`src/rtl/vag_pkg.sv`:
```
package vag_pkg;
  localparam int ADDR_W = 32;
  localparam int CFG_W  = 8;
  localparam int AM_W   = 6;

  typedef enum logic [1:0] {
    SZ_D08  = 2'd0,
    SZ_D16  = 2'd1,
    SZ_D32  = 2'd2,
    SZ_WIDE = 2'd3
  } xfer_size_e;

  typedef struct packed {
    logic [ADDR_W-1:0] addr;
    logic [AM_W-1:0]   am;
    logic              iack;
    logic              big_end;
  } vme_cyc_t;

  localparam logic [AM_W-1:0] AM_A16_USR  = 6'h29;
  localparam logic [AM_W-1:0] AM_A24_USR  = 6'h39;
  localparam logic [AM_W-1:0] AM_A32_USR  = 6'h09;
  localparam logic [AM_W-1:0] AM_A32_SUP  = 6'h0D;
endpackage

```
`src/rtl/vag_regs.sv`:
```
module vag_regs #(
  parameter int W = 8
) (
  input  logic         clk,
  input  logic         rst,
  input  logic         mod_we,
  input  logic         hi_we,
  input  logic [W-1:0] wdata,
  output logic [W-1:0] mod_q,
  output logic [W-1:0] hi_q
);
  always_ff @(posedge clk) begin
    if (rst) begin
      mod_q <= '0;
      hi_q  <= '0;
    end else begin
      if (mod_we) mod_q <= wdata;
      if (hi_we)  hi_q  <= wdata;
    end
  end
endmodule

```
`src/rtl/vag_decode.sv`:
```
module vag_decode
  import vag_pkg::*;
#(
  parameter int WIN_LOW_BITS = 22
) (
  input  logic [ADDR_W-1:0] cpu_addr,
  input  logic [CFG_W-1:0]  mod_q,
  input  logic [CFG_W-1:0]  hi_q,
  output vme_cyc_t          cyc
);
  localparam int NIB_LSB = ADDR_W - 4;
  localparam int A32_KEEP = ADDR_W - 2;

  logic [3:0] nib;
  assign nib = cpu_addr[ADDR_W-1:NIB_LSB];

  always_comb begin
    cyc = '0;
    if (nib == 4'd0) begin
      cyc.am      = {mod_q[3], mod_q[2], 1'b1, mod_q[1], mod_q[0], ~mod_q[0]};
      cyc.big_end = mod_q[5];
      if (mod_q[4]) begin
        cyc.iack      = 1'b1;
        cyc.addr      = '0;
        cyc.addr[3:1] = cpu_addr[3:1];
      end else begin
        cyc.addr = {hi_q, mod_q[7:6], cpu_addr[WIN_LOW_BITS-1:0]};
      end
    end else if (nib[3:2] == 2'b00) begin
      unique case (nib[1:0])
        2'd1: begin
          cyc.addr = {16'h0, cpu_addr[15:0]};
          cyc.am   = AM_A16_USR;
        end
        2'd2: begin
          cyc.addr = {8'h0, cpu_addr[23:0]};
          cyc.am   = AM_A24_USR;
        end
        default: begin
          cyc.addr    = {8'h0, cpu_addr[23:0]};
          cyc.am      = AM_A24_USR;
          cyc.big_end = 1'b1;
        end
      endcase
    end else begin
      cyc.addr = {2'b00, cpu_addr[A32_KEEP-1:0]};
      unique case (nib[3:2])
        2'd1:    cyc.am = AM_A32_USR;
        2'd2: begin
          cyc.am      = AM_A32_USR;
          cyc.big_end = 1'b1;
        end
        default: cyc.am = AM_A32_SUP;
      endcase
    end
  end
endmodule

```
`src/rtl/vag_swap.sv`:
```
module vag_swap
  import vag_pkg::*;
#(
  parameter int DATA_W = 32
) (
  input  logic              big_end,
  input  xfer_size_e        size,
  input  logic [DATA_W-1:0] din,
  output logic [DATA_W-1:0] dout
);
  localparam int NB = DATA_W / 8;

  logic [DATA_W-1:0] rev;
  logic [DATA_W-1:0] half;

  for (genvar g = 0; g < NB; g++) begin : g_lane
    assign rev[g*8 +: 8] = din[(NB-1-g)*8 +: 8];
    if (g < 2) begin : g_pair
      assign half[g*8 +: 8] = din[(1-g)*8 +: 8];
    end else begin : g_keep
      assign half[g*8 +: 8] = din[g*8 +: 8];
    end
  end

  always_comb begin
    if (!big_end || size == SZ_D08) dout = din;
    else if (size == SZ_D16)        dout = half;
    else                            dout = rev;
  end
endmodule

```
`src/rtl/vag_atomic.sv`:
```
module vag_atomic
  import vag_pkg::*;
(
  input  logic [1:0]  addr_lo,
  input  xfer_size_e  size,
  output logic        split
);
  always_comb begin
    unique case (size)
      SZ_WIDE: split = 1'b1;
      SZ_D32:  split = (addr_lo != 2'b00);
      SZ_D16:  split = addr_lo[0];
      default: split = 1'b0;
    endcase
  end
endmodule

```
`src/rtl/vme_addr_gen.sv`:
```
module vme_addr_gen
  import vag_pkg::*;
#(
  parameter int DATA_W       = 32,
  parameter int WIN_LOW_BITS = 22
) (
  input  logic              clk,
  input  logic              rst,
  input  logic              cfg_mod_we,
  input  logic              cfg_hi_we,
  input  logic [7:0]        cfg_wdata,
  input  logic              req_valid,
  input  logic [31:0]       cpu_addr,
  input  logic [1:0]        req_size,
  input  logic [DATA_W-1:0] wdata,
  output logic              out_valid,
  output logic [31:0]       vme_addr,
  output logic [5:0]        vme_am,
  output logic              vme_iack,
  output logic [DATA_W-1:0] vme_data,
  output logic              non_atomic
);
  logic [CFG_W-1:0]  mod_q, hi_q;
  vme_cyc_t          cyc;
  logic [DATA_W-1:0] sw_data;
  logic              split;
  xfer_size_e        sz;

  assign sz = xfer_size_e'(req_size);

  vag_regs #(.W(CFG_W)) u_regs (
    .clk(clk), .rst(rst), .mod_we(cfg_mod_we), .hi_we(cfg_hi_we),
    .wdata(cfg_wdata), .mod_q(mod_q), .hi_q(hi_q)
  );

  vag_decode #(.WIN_LOW_BITS(WIN_LOW_BITS)) u_dec (
    .cpu_addr(cpu_addr), .mod_q(mod_q), .hi_q(hi_q), .cyc(cyc)
  );

  vag_swap #(.DATA_W(DATA_W)) u_swap (
    .big_end(cyc.big_end), .size(sz), .din(wdata), .dout(sw_data)
  );

  vag_atomic u_atom (
    .addr_lo(cpu_addr[1:0]), .size(sz), .split(split)
  );

  always_ff @(posedge clk) begin
    if (rst) begin
      out_valid  <= 1'b0;
      vme_addr   <= '0;
      vme_am     <= '0;
      vme_iack   <= 1'b0;
      vme_data   <= '0;
      non_atomic <= 1'b0;
    end else begin
      out_valid <= req_valid;
      if (req_valid) begin
        vme_addr   <= cyc.addr;
        vme_am     <= cyc.am;
        vme_iack   <= cyc.iack;
        vme_data   <= sw_data;
        non_atomic <= split;
      end
    end
  end
endmodule

```
`config.mk`:
```
export PLATFORM = sky130hd
export DESIGN_NAME = vme_addr_gen
export DESIGN_NICKNAME = d
export VERILOG_FILES = /design/src/rtl/vag_pkg.sv /design/src/rtl/vag_regs.sv /design/src/rtl/vag_decode.sv /design/src/rtl/vag_swap.sv /design/src/rtl/vag_atomic.sv /design/src/rtl/vme_addr_gen.sv
export SDC_FILE = /design/constraint.sdc
export NUM_CORES = 1
export LEC_CHECK = 0
export ABC_AREA = 1
export BUFFER_PORTS_ARGS = -buffer_cell sky130_fd_sc_hd__buf_2
export CORE_AREA = 10 10 117 119
export CTS_CLUSTER_SIZE = 20
export DETAILED_ROUTE_END_ITERATION = 10
export DIE_AREA = 0 0 127 129
export GPL_TIMING_DRIVEN = 1
export PLACE_DENSITY = 0.7
export SLEW_MARGIN = 20
export SYNTH_ARGS = -nofsm -noshare
export SYNTH_HDL_FRONTEND = slang
export SYNTH_HIERARCHICAL = 1
export SYNTH_SLANG_ARGS = --single-unit
```
`constraint.sdc`:
```
create_clock -name clk -period 1.96 [get_ports clk]
set_input_delay 0.196 -clock clk [delete_from_list [all_inputs] [get_ports clk]]
set_output_delay 0.196 -clock clk [all_outputs]
set_load 0.02 [all_outputs]
```
==> results of run 1 <==
[cell usage in the layout (no fill, tap or decap), drive strengths merged]
cell / Yosys / layout
nand2: 296 / 296
nor2: 198 / 198
buf: 42 / 164
inv: 147 / 148
dfxtp: 89 / 89
nand3: 52 / 52
clkbuf: 2 / 9
o21ai: 9 / 9
clkinv: 1 / 4
bufinv: 0 / 3
ha: 2 / 2
diode: 0 / 1
a21oi: 1 / 1
conb: 1 / 1
[final cells by class]
| type | instances | area, um2 | area share |
|---|---|---|---|
| Antenna cell | 1 | 2.50 | 0.000412 |
| Clock buffer | 9 | 225 | 0.0371 |
| Clock inverter | 7 | 128 | 0.0210 |
| Inverter | 148 | 561 | 0.0924 |
| Multi-Input combinational cell | 559 | 2270 | 0.375 |
| Sequential cell | 89 | 1780 | 0.294 |
| Tap cell | 143 | 179 | 0.0295 |
| Timing Repair Buffer | 164 | 918 | 0.151 |
[power by group through the flow]
stage          sequential, mW  clock, mW  combinational (mW)
2_1_floorplan            2.17          0               0.560
3_5_place_dp             2.05          0               0.988
5_1_grt                  2.02       2.14                1.11
4_1_cts                  2.01       2.08               0.992
3_3_place_gp             2.04          0               0.987
6_report                 2.00       2.02               0.981
[flip-flops by register name, indices dropped and copies added (netlist names)]
register	cells
vme_addr	32
vme_data	32
u_regs/hi_q	8
u_regs/mod_q	8
vme_am	6
non_atomic	1
out_valid	1
vme_iack	1
[cell usage after synthesis (all sizes together)]
| master | instances | area share |
|---|---|---|
| conb | 1 | 0.00075 |
| ha | 2 | 0.0050 |
| inv | 147 | 0.11 |
| a21oi | 1 | 0.0010 |
| o21ai | 9 | 0.0091 |
| nand3 | 52 | 0.056 |
| nor2 | 198 | 0.16 |
| dfxtp | 89 | 0.36 |
| buf | 42 | 0.069 |
| clkinv | 1 | 0.00075 |
| clkbuf | 2 | 0.0015 |
| nand2 | 296 | 0.23 |
[logic make-up (layout without fill, tap and decap cells)]
| group | Yosys count | count (layout) |
|---|---|---|
| buffers and inverters | 192 | 328 |
| and+or+nand+nor | 546 | 546 |
| other | 1 | 2 |
| adders and majority gates | 2 | 2 |
| DFF | 89 | 89 |
| AOI/OAI and AO/OA | 10 | 10 |
[metrics by stage]
step | util | setup slack (ns) | area (um2) | power [mW]
2_1_floorplan | - | 0.297 | 4970 | 2.73
3_3_place_gp | 0.505 | 0.104 | 5710 | 3.03
3_5_place_dp | 0.505 | 0.0519 | 5710 | 3.03
4_1_cts | 0.536 | 0.414 | 6070 | 5.07
5_1_grt | 0.536 | 0.211 | 6070 | 5.27
6_report | 0.536 | 0.401 | 6070 | 5.01
[how the worst max path moves through the flow]
stage | slack [ns] | cells past startpoint | endpoint | startpoint
2_1_floorplan | 0.30 | 16 | vme_data[10]$_SDFFE_PP0P_ | cpu_addr[29]
3_3_place_gp | 0.10 | 15 | vme_data[28]$_SDFFE_PP0P_ | cpu_addr[28]
3_5_place_dp | 0.05 | 15 | vme_data[18]$_SDFFE_PP0P_ | cpu_addr[28]
4_1_cts | 0.41 | 15 | vme_data[18]$_SDFFE_PP0P_ | cpu_addr[28]
5_1_grt | 0.21 | 15 | vme_data[18]$_SDFFE_PP0P_ | cpu_addr[28]
6_report | 0.40 | 15 | vme_data[18]$_SDFFE_PP0P_ | cpu_addr[28]
[layer usage]
| metal | share of wire | wire (um) |
|---|---|---|
| met5 | 0 | 0 |
| met4 | 0.012 | 162 |
| met3 | 0.067 | 892 |
| met2 | 0.48 | 6450 |
| met1 | 0.44 | 5900 |
==> metrics.txt, run 1 <==
final period utilization=0.795; Antenna Violating Nets Remaining=0; main combinational cell family by area after synthesis=simple AND/OR/NAND/NOR gates; clock input transition at the sequential cells of the worst setup and hold paths=0.07 ns; post-DR wirelength/cell=12.0 um; net load switching power=1.45 mW; global router's overall resource usage=0.158; number of hold violations in the final report=0; Ys Warns=6; Starting Density=0.439; most repeated library cell on the critical path=nand2_1; R2R cell count=11; power density over the cells=825 mW/mm2; sequential cell fraction of total power=0.400; Hold EP=out_valid$_SDFF_PP0_; count of standard-cell rows=39; synthesized net count=921; Post-Syn Area per Cell=5.91 um2; area grow syn2layout=22.2%; shortest clock period the worst path allows after layout=1.56 ns; number of maximum-capacitance constraint violations=0; xor and xnor fraction of the mapped netlist area=0; busiest layer in global routing=met2; synthesized-area fraction occupied by ao, oa, aoi and oai cells=0.0101; clock latency at the later pin of the worst-skew pair=0.34 ns; gpl congestion=0.886; Worst setup SP type=input pin; Routed WL=13,400 um; Synth Register Bits=89; count of pins over their slew limit=0; switching part of the total power=0.290; top cell family by delay on the critical path=simple AND/OR/NAND/NOR gates; count of routing violations after the opening detailed-route iteration=301; number of antenna violations at the first check in global routing=1; layout net count=1,052; IO Count=152; Largest stage delay, worst path=0.26 ns; Core Area=0.0113 mm2; Combinational Power Share=0.196; Worst EP arrival=1.84 ns; GRT overflow=0; clock share of power=0.404; largest net degree at the start of global routing=44; Setup Fix Bufs, Post-CTS=0; vias in the first global route=4,421; outcome=complete, no violations; # clock sinks=89; Post-Place Cells=1,103; worst hold path class=input pin to register; count of cell types in the netlist=24; Die Width=127 um; number of detailed-routing iterations run before antenna repair=4; peak supply drop=0.000511 V; total leakage power=3.77 nW; CTS Root Buffer Type=clkbuf_16; fraction of met3 tracks used by global routing=0.0439; standard cell with the maximum stage delay on the critical path=ha_1; post-CTS sizing=0; final hold slack=0.0485 ns; number of H-tree levels=3; category of the worst setup path capture point=register; synthesized-area fraction occupied by and/or/nand/nor cells=0.442; Cell Chain, Critical Path=buf_2, inv_1, ha_1, o21ai_0, nand2_1, nand2_1, inv_1, nor2_8, buf_12, nand3_1, nand2_1, inv_1, nand2_1, nand2_1, nor2_1; setup repair after global routing missed its margin=false; GRT met1 Usage=0.190; half-perimeter wire length after detailed placement=10,100 um; Fill cells=1,240; area of the die=0.0164 mm2; number of instances in the synthesized netlist=840; total CTS buffers=9; DRC=0; die extent in y=129 um; Reg2Reg Setup Slack=0.54 ns; wire length of the first global-routing pass=21,500 um; Crit Reg-Reg Startpoint=u_regs/mod_q[5]$_SDFFE_PP0P_; maximum clock path buffer count=2; number of buffers added on ports=151; critical-path maximum fanout=24; final setup vio count=0; share of cells above drive strength 1=0.201; highest achievable clock rate=0.642 GHz; cts hold-fix bufs=0; sequential fraction of the synthesis area=0.359; Worst Skew=0.00590 ns; number of stages on the worst hold path=2; setup_tns=0 ns; number of buffer and inverter stages on the critical path=5; netlist area before placement=0.00497 mm2; worst min-delay path startpoint=rst; worst endpoint required time=2.24 ns; P_int=3.56 mW; critical path class=input pin to register; via count of the routed design=4,836; share of cell area taken by muxes after synthesis=0; met2 Usage GRT=0.263; via count normalized by instance count=4.32; share of synthesized cell area in full adder, half adder and majority cells=0.00504; final instance count without filler cells=1,120; end of the worst register-to-register path=vme_data[18]$_SDFFE_PP0P_; TritonCTS clock tree=done
No activity file was read; power rests on OpenSTA's default activity.
==> run 2, diff against run 1 <==
Clock period 1.96 ns to 1.5 ns, I/O delays scaled along.
==> run 2 against run 1 <==
  * Hold slack improved by 0.051 ns
  * Sequential share of layout area shrank 0.29 points
  * Setup slack got worse by 0.23 ns
  * Utilization up 0.54 points
==> metrics.txt, run 2 (synthesis results as in run 1) <==
outcome=complete, no violations; share of cells above drive strength 1=0.209; standard cell with the maximum stage delay on the critical path=ha_4; Routed WL=13,700 um; peak supply drop=0.000929 V; final period utilization=0.886; critical-path maximum fanout=15; Core Area=0.0113 mm2; post-CTS sizing=0; half-perimeter wire length after detailed placement=10,300 um; Die Width=127 um; final setup vio count=0; count of pins over their slew limit=0; area of the die=0.0164 mm2; via count normalized by instance count=4.37; count of routing violations after the opening detailed-route iteration=355; GRT overflow=0; end of the worst register-to-register path=vme_data[1]$_SDFFE_PP0P_; capturing element of the worst setup path=vme_data[1]$_SDFFE_PP0P_; number of H-tree levels=3; setup ws final=0.170 ns; number of detailed-routing iterations run before antenna repair=5; Cell Chain, Critical Path=buf_2, inv_1, ha_4, o21ai_0, nand2_1, nand2_2, inv_2, nor2_8, buf_12, nand3_1, nand2_1, inv_1, nand2_1, nand2_1, nor2_1; Setup Fix Bufs, Post-CTS=0; worst slack at placement=-0.188 ns; layout net count=1,061; final instance count without filler cells=1,128; maximum clock path buffer count=2; number of buffers added on ports=151; IO Count=152; commonest cells after routing, fill and taps aside=289 x nand2_1, 194 x nor2_1, 150 x buf_2; CTS Root Buffer Type=clkbuf_16; Worst Skew=0.00786 ns; global router's overall resource usage=0.166; Worst setup SP type=input pin; Largest stage delay, worst path=0.22 ns; total leakage power=3.80 nW; most common cell after layout, fill and taps aside=nand2_1; area of the multi-input gates=0.00229 mm2; Worst EP arrival=1.62 ns; power density over the cells=1010 mW/mm2; Crit Reg-Reg Startpoint=u_regs/mod_q[5]$_SDFFE_PP0P_; Fill cells=1,193; R2R cell count=11; highest achievable clock rate=0.752 GHz; largest registers in the final layout=vme_addr x32, vme_data x32; Antenna Violating Nets Remaining=0; total cell area at the placement stage=0.00583 mm2; number of hold violations in the final report=0; # clock sinks=89; shortest clock period the worst path allows after layout=1.33 ns; total CTS buffers=9; most repeated library cell on the critical path=nand2_1; clock latency at the later pin of the worst-skew pair=0.35 ns; category of the worst setup path capture point=register; Post-Place Cells=1,111; setup_tns=0 ns; final instance area=0.00613 mm2; Starting Density=0.439; Reg2Reg Setup Slack=0.23 ns; setup repair after global routing missed its margin=false; worst hold path class=input pin to register; post-DR wirelength/cell=12.2 um; total area of sequential cells=0.00178 mm2; worst setup path startpoint=cpu_addr[29]; TritonCTS clock tree=done; worst endpoint required time=1.79 ns; number of antenna violations at the first check in global routing=0; DRC=0; largest net degree at the start of global routing=42; critical path class=input pin to register; via count of the routed design=4,933; clock input transition at the sequential cells of the worst setup and hold paths=0.06 ns; diodes inserted=0; die extent in y=129 um; vias in the first global route=4,557; overall power consumption=6.21 mW; number of maximum-capacitance constraint violations=0; count of standard-cell rows=39; gpl congestion=0.869; wire length of the first global-routing pass=22,500 um; area grow syn2layout=23.4%
[run 2: worst min path at each step]
stage	start	slack, ns	cells after the start	endpoint
3_5_place_dp	rst	0.36	2	out_valid$_SDFF_PP0_
4_1_cts	cpu_addr[3]	0.09	5	vme_addr[3]$_SDFFE_PP0P_
2_1_floorplan	rst	0.22	1	out_valid$_SDFF_PP0_
3_3_place_gp	rst	0.36	2	out_valid$_SDFF_PP0_
6_report	cpu_addr[3]	0.1	5	vme_addr[3]$_SDFFE_PP0P_
5_1_grt	cpu_addr[3]	0.12	5	vme_addr[3]$_SDFFE_PP0P_
[run 2: area by class of cell]
| type | instances | share of cell area |
|---|---|---|
| inverters | 148 | 0.0914 |
| well taps | 143 | 0.0292 |
| clock buffers | 10 | 0.0373 |
| repair buffers | 173 | 0.167 |
| clock inverters | 6 | 0.0106 |
| multi-input cells | 559 | 0.373 |
| flip-flops and latches | 89 | 0.291 |
[run 2: per-stage QoR]
step                      hold WS (ns)  utilization
after detailed placement         0.361        0.515
after CTS                       0.0861        0.542
after floorplan                  0.221            -
final                           0.0991        0.542
after global placement           0.360        0.515
after global routing             0.121        0.542
[run 2: routing by layer]
layer  global-route usage  share of wire  vias up
met5                    0              0        -
met4               0.0630          0.020        0
met3               0.0513          0.066       22
met2                0.275           0.48      135
met1                0.198           0.44     2088
li1                     -              -     2688
[run 2: worst max-delay path, delay by kind of cell]
kind / cells / cell delay [ns]
simple gates: 8 / 0.65
compound gates: 1 / 0.13
fa+ha+maj: 1 / 0.22
buf+inv: 5 / 0.46
[run 2: where the power goes]
| part | switching (mW) | internal (mW) | leakage, nW |
|---|---|---|---|
| Clock | 0.964 | 1.30 | 0.143 |
| Combinational | 0.836 | 0.494 | 2.92 |
| Sequential | 0.0820 | 2.54 | 0.740 |
[run 2: what timing repair did]
item                       in CTS  in global routing
setup endpoints to repair       0                  0
hold endpoints to repair        1                  0
hold buffers                    1                  0
==> run 3, diff against run 2 <==
Settings changed: RECOVER_POWER set to 25.
==> run 3 against run 2 <==
  * Sequential power hardly changed
  * Setup slack about the same
  * Global-route usage unchanged
  * Sequential share of layout area is 0.17 points higher
  * Non-clock buffer count unchanged
  * Die area stayed put
  * First-iteration DRC count fell by 3.4%
  * Critical path depth stayed put
==> metrics.txt, run 3 (synthesis results as in run 1) <==
GRT overflow=0; R2R cell count=11; worst endpoint required time=1.79 ns; clock latency at the later pin of the worst-skew pair=0.35 ns; Reg2Reg Setup Slack=0.23 ns; highest achievable clock rate=0.752 GHz; critical-path maximum fanout=15; clock share of power=0.365; global router's overall resource usage=0.166; count of standard-cell rows=39; switching part of the total power=0.304; total CTS buffers=9; number of hold violations in the final report=0; Starting Density=0.439; setup ws final=0.170 ns; number of buffers added on ports=151; shortest clock period the worst path allows after layout=1.33 ns; overall power consumption=6.19 mW; Antenna Violating Nets Remaining=0; Routed WL=13,700 um; final instance count without filler cells=1,128; outcome=complete, no violations; final period utilization=0.887; post-CTS sizing=0; IO Count=152; net load switching power=1.88 mW; via count of the routed design=4,947; number of maximum-capacitance constraint violations=0; cts hold-fix bufs=1; CTS Root Buffer Type=clkbuf_16; setup repair after global routing missed its margin=false; area of the die=0.0164 mm2; die extent in y=129 um; sequential cell fraction of total power=0.423; P_int=4.31 mW; Setup Fix Bufs, Post-CTS=0; diodes inserted=0; Die Width=127 um; most common cell after layout, fill and taps aside=nand2_1; worst slack at placement=-0.188 ns; count of pins over their slew limit=0; peak supply drop=0.000930 V; Post-Place Cells=1,111; worst setup path startpoint=cpu_addr[29]; half-perimeter wire length after detailed placement=10,300 um; number of detailed-routing iterations run before antenna repair=4; final setup vio count=0; total leakage power=3.70 nW; count of routing violations after the opening detailed-route iteration=343; worst hold path class=input pin to register; post-layout util=0.538; Worst Skew=0.00793 ns; maximum clock path buffer count=2; Worst EP arrival=1.62 ns; end of the worst register-to-register path=vme_data[1]$_SDFFE_PP0P_; Fill cells=1,205; Core Area=0.0113 mm2; number of H-tree levels=3; share of cells above drive strength 1=0.180; TritonCTS clock tree=done; wire length of the first global-routing pass=22,500 um; # clock sinks=89; gpl congestion=0.869; largest net degree at the start of global routing=42; critical path class=input pin to register; number of antenna violations at the first check in global routing=0; Crit Reg-Reg Startpoint=u_regs/mod_q[5]$_SDFFE_PP0P_; capturing element of the worst setup path=vme_data[1]$_SDFFE_PP0P_; DRC=0; vias in the first global route=4,557; via count normalized by instance count=4.39; area grow syn2layout=22.7%; Worst setup SP type=input pin; largest registers in the final layout=vme_addr x32, vme_data x32; post-DR wirelength/cell=12.2 um; commonest cells after routing, fill and taps aside=289 x nand2_1, 194 x nor2_1, 143 x inv_1; layout net count=1,061; power density over the cells=1020 mW/mm2; clock input transition at the sequential cells of the worst setup and hold paths=0.06 ns; category of the worst setup path capture point=register; Combinational Power Share=0.212
## run 3: metal layers
metal / vias to the layer above / wire length [um] / GRT usage
met5: - / 0 / 0
met4: 0 / 273 / 0.0630
met2: 130 / 6600 / 0.275
li1: 2686 / - / -
met1: 2109 / 5900 / 0.198
met3: 22 / 951 / 0.0513
## run 3: cell type report
type / count / area [um2] / area share
multi-input cells: 559 / 2290 / 0.376
flip-flops and latches: 89 / 1780 / 0.292
repair buffers: 173 / 991 / 0.163
inverters: 148 / 561 / 0.0920
clock buffers: 10 / 229 / 0.0376
well taps: 143 / 179 / 0.0294
clock inverters: 6 / 65.1 / 0.0107
## run 3: power by group through the flow
stage,combinational (mW),clock [mW],sequential (mW)
finish,1.31,2.26,2.62
global route,1.49,2.41,2.64
CTS,1.34,2.33,2.62
detailed placement,1.34,0,2.67
global placement,1.33,0,2.67
floorplan,0.735,0,2.84
## run 3: stage by stage
step	setup TNS (ns)	hold slack [ns]	cell area, um2
2_1_floorplan	0	0.221	4980
3_3_place_gp	-3.58	0.360	5830
3_5_place_dp	-4.56	0.361	5830
4_1_cts	0	0.0861	6130
5_1_grt	0	0.121	6100
6_report	0	0.0995	6100
## run 3: worst min path at each step
stage	start	to	slack [ns]	depth (start not counted)
detailed placement	rst	out_valid$_SDFF_PP0_	0.36	2
floorplan	rst	out_valid$_SDFF_PP0_	0.22	1
global placement	rst	out_valid$_SDFF_PP0_	0.36	2
global route	cpu_addr[3]	vme_addr[3]$_SDFFE_PP0P_	0.12	5
finish	cpu_addr[3]	vme_addr[3]$_SDFFE_PP0P_	0.1	5
CTS	cpu_addr[3]	vme_addr[3]$_SDFFE_PP0P_	0.09	5
## run 3: worst max-delay path, cell delays in order
cell     delay (ns)
buf_2          0.11
inv_1          0.10
ha_4           0.22
o21ai_0        0.13
nand2_1        0.08
nand2_2        0.07
inv_2          0.06
nor2_8         0.14
buf_12         0.15
nand3_1        0.07
nand2_1        0.07
inv_1          0.04
nand2_1        0.07
nand2_1        0.06
nor2_1         0.09
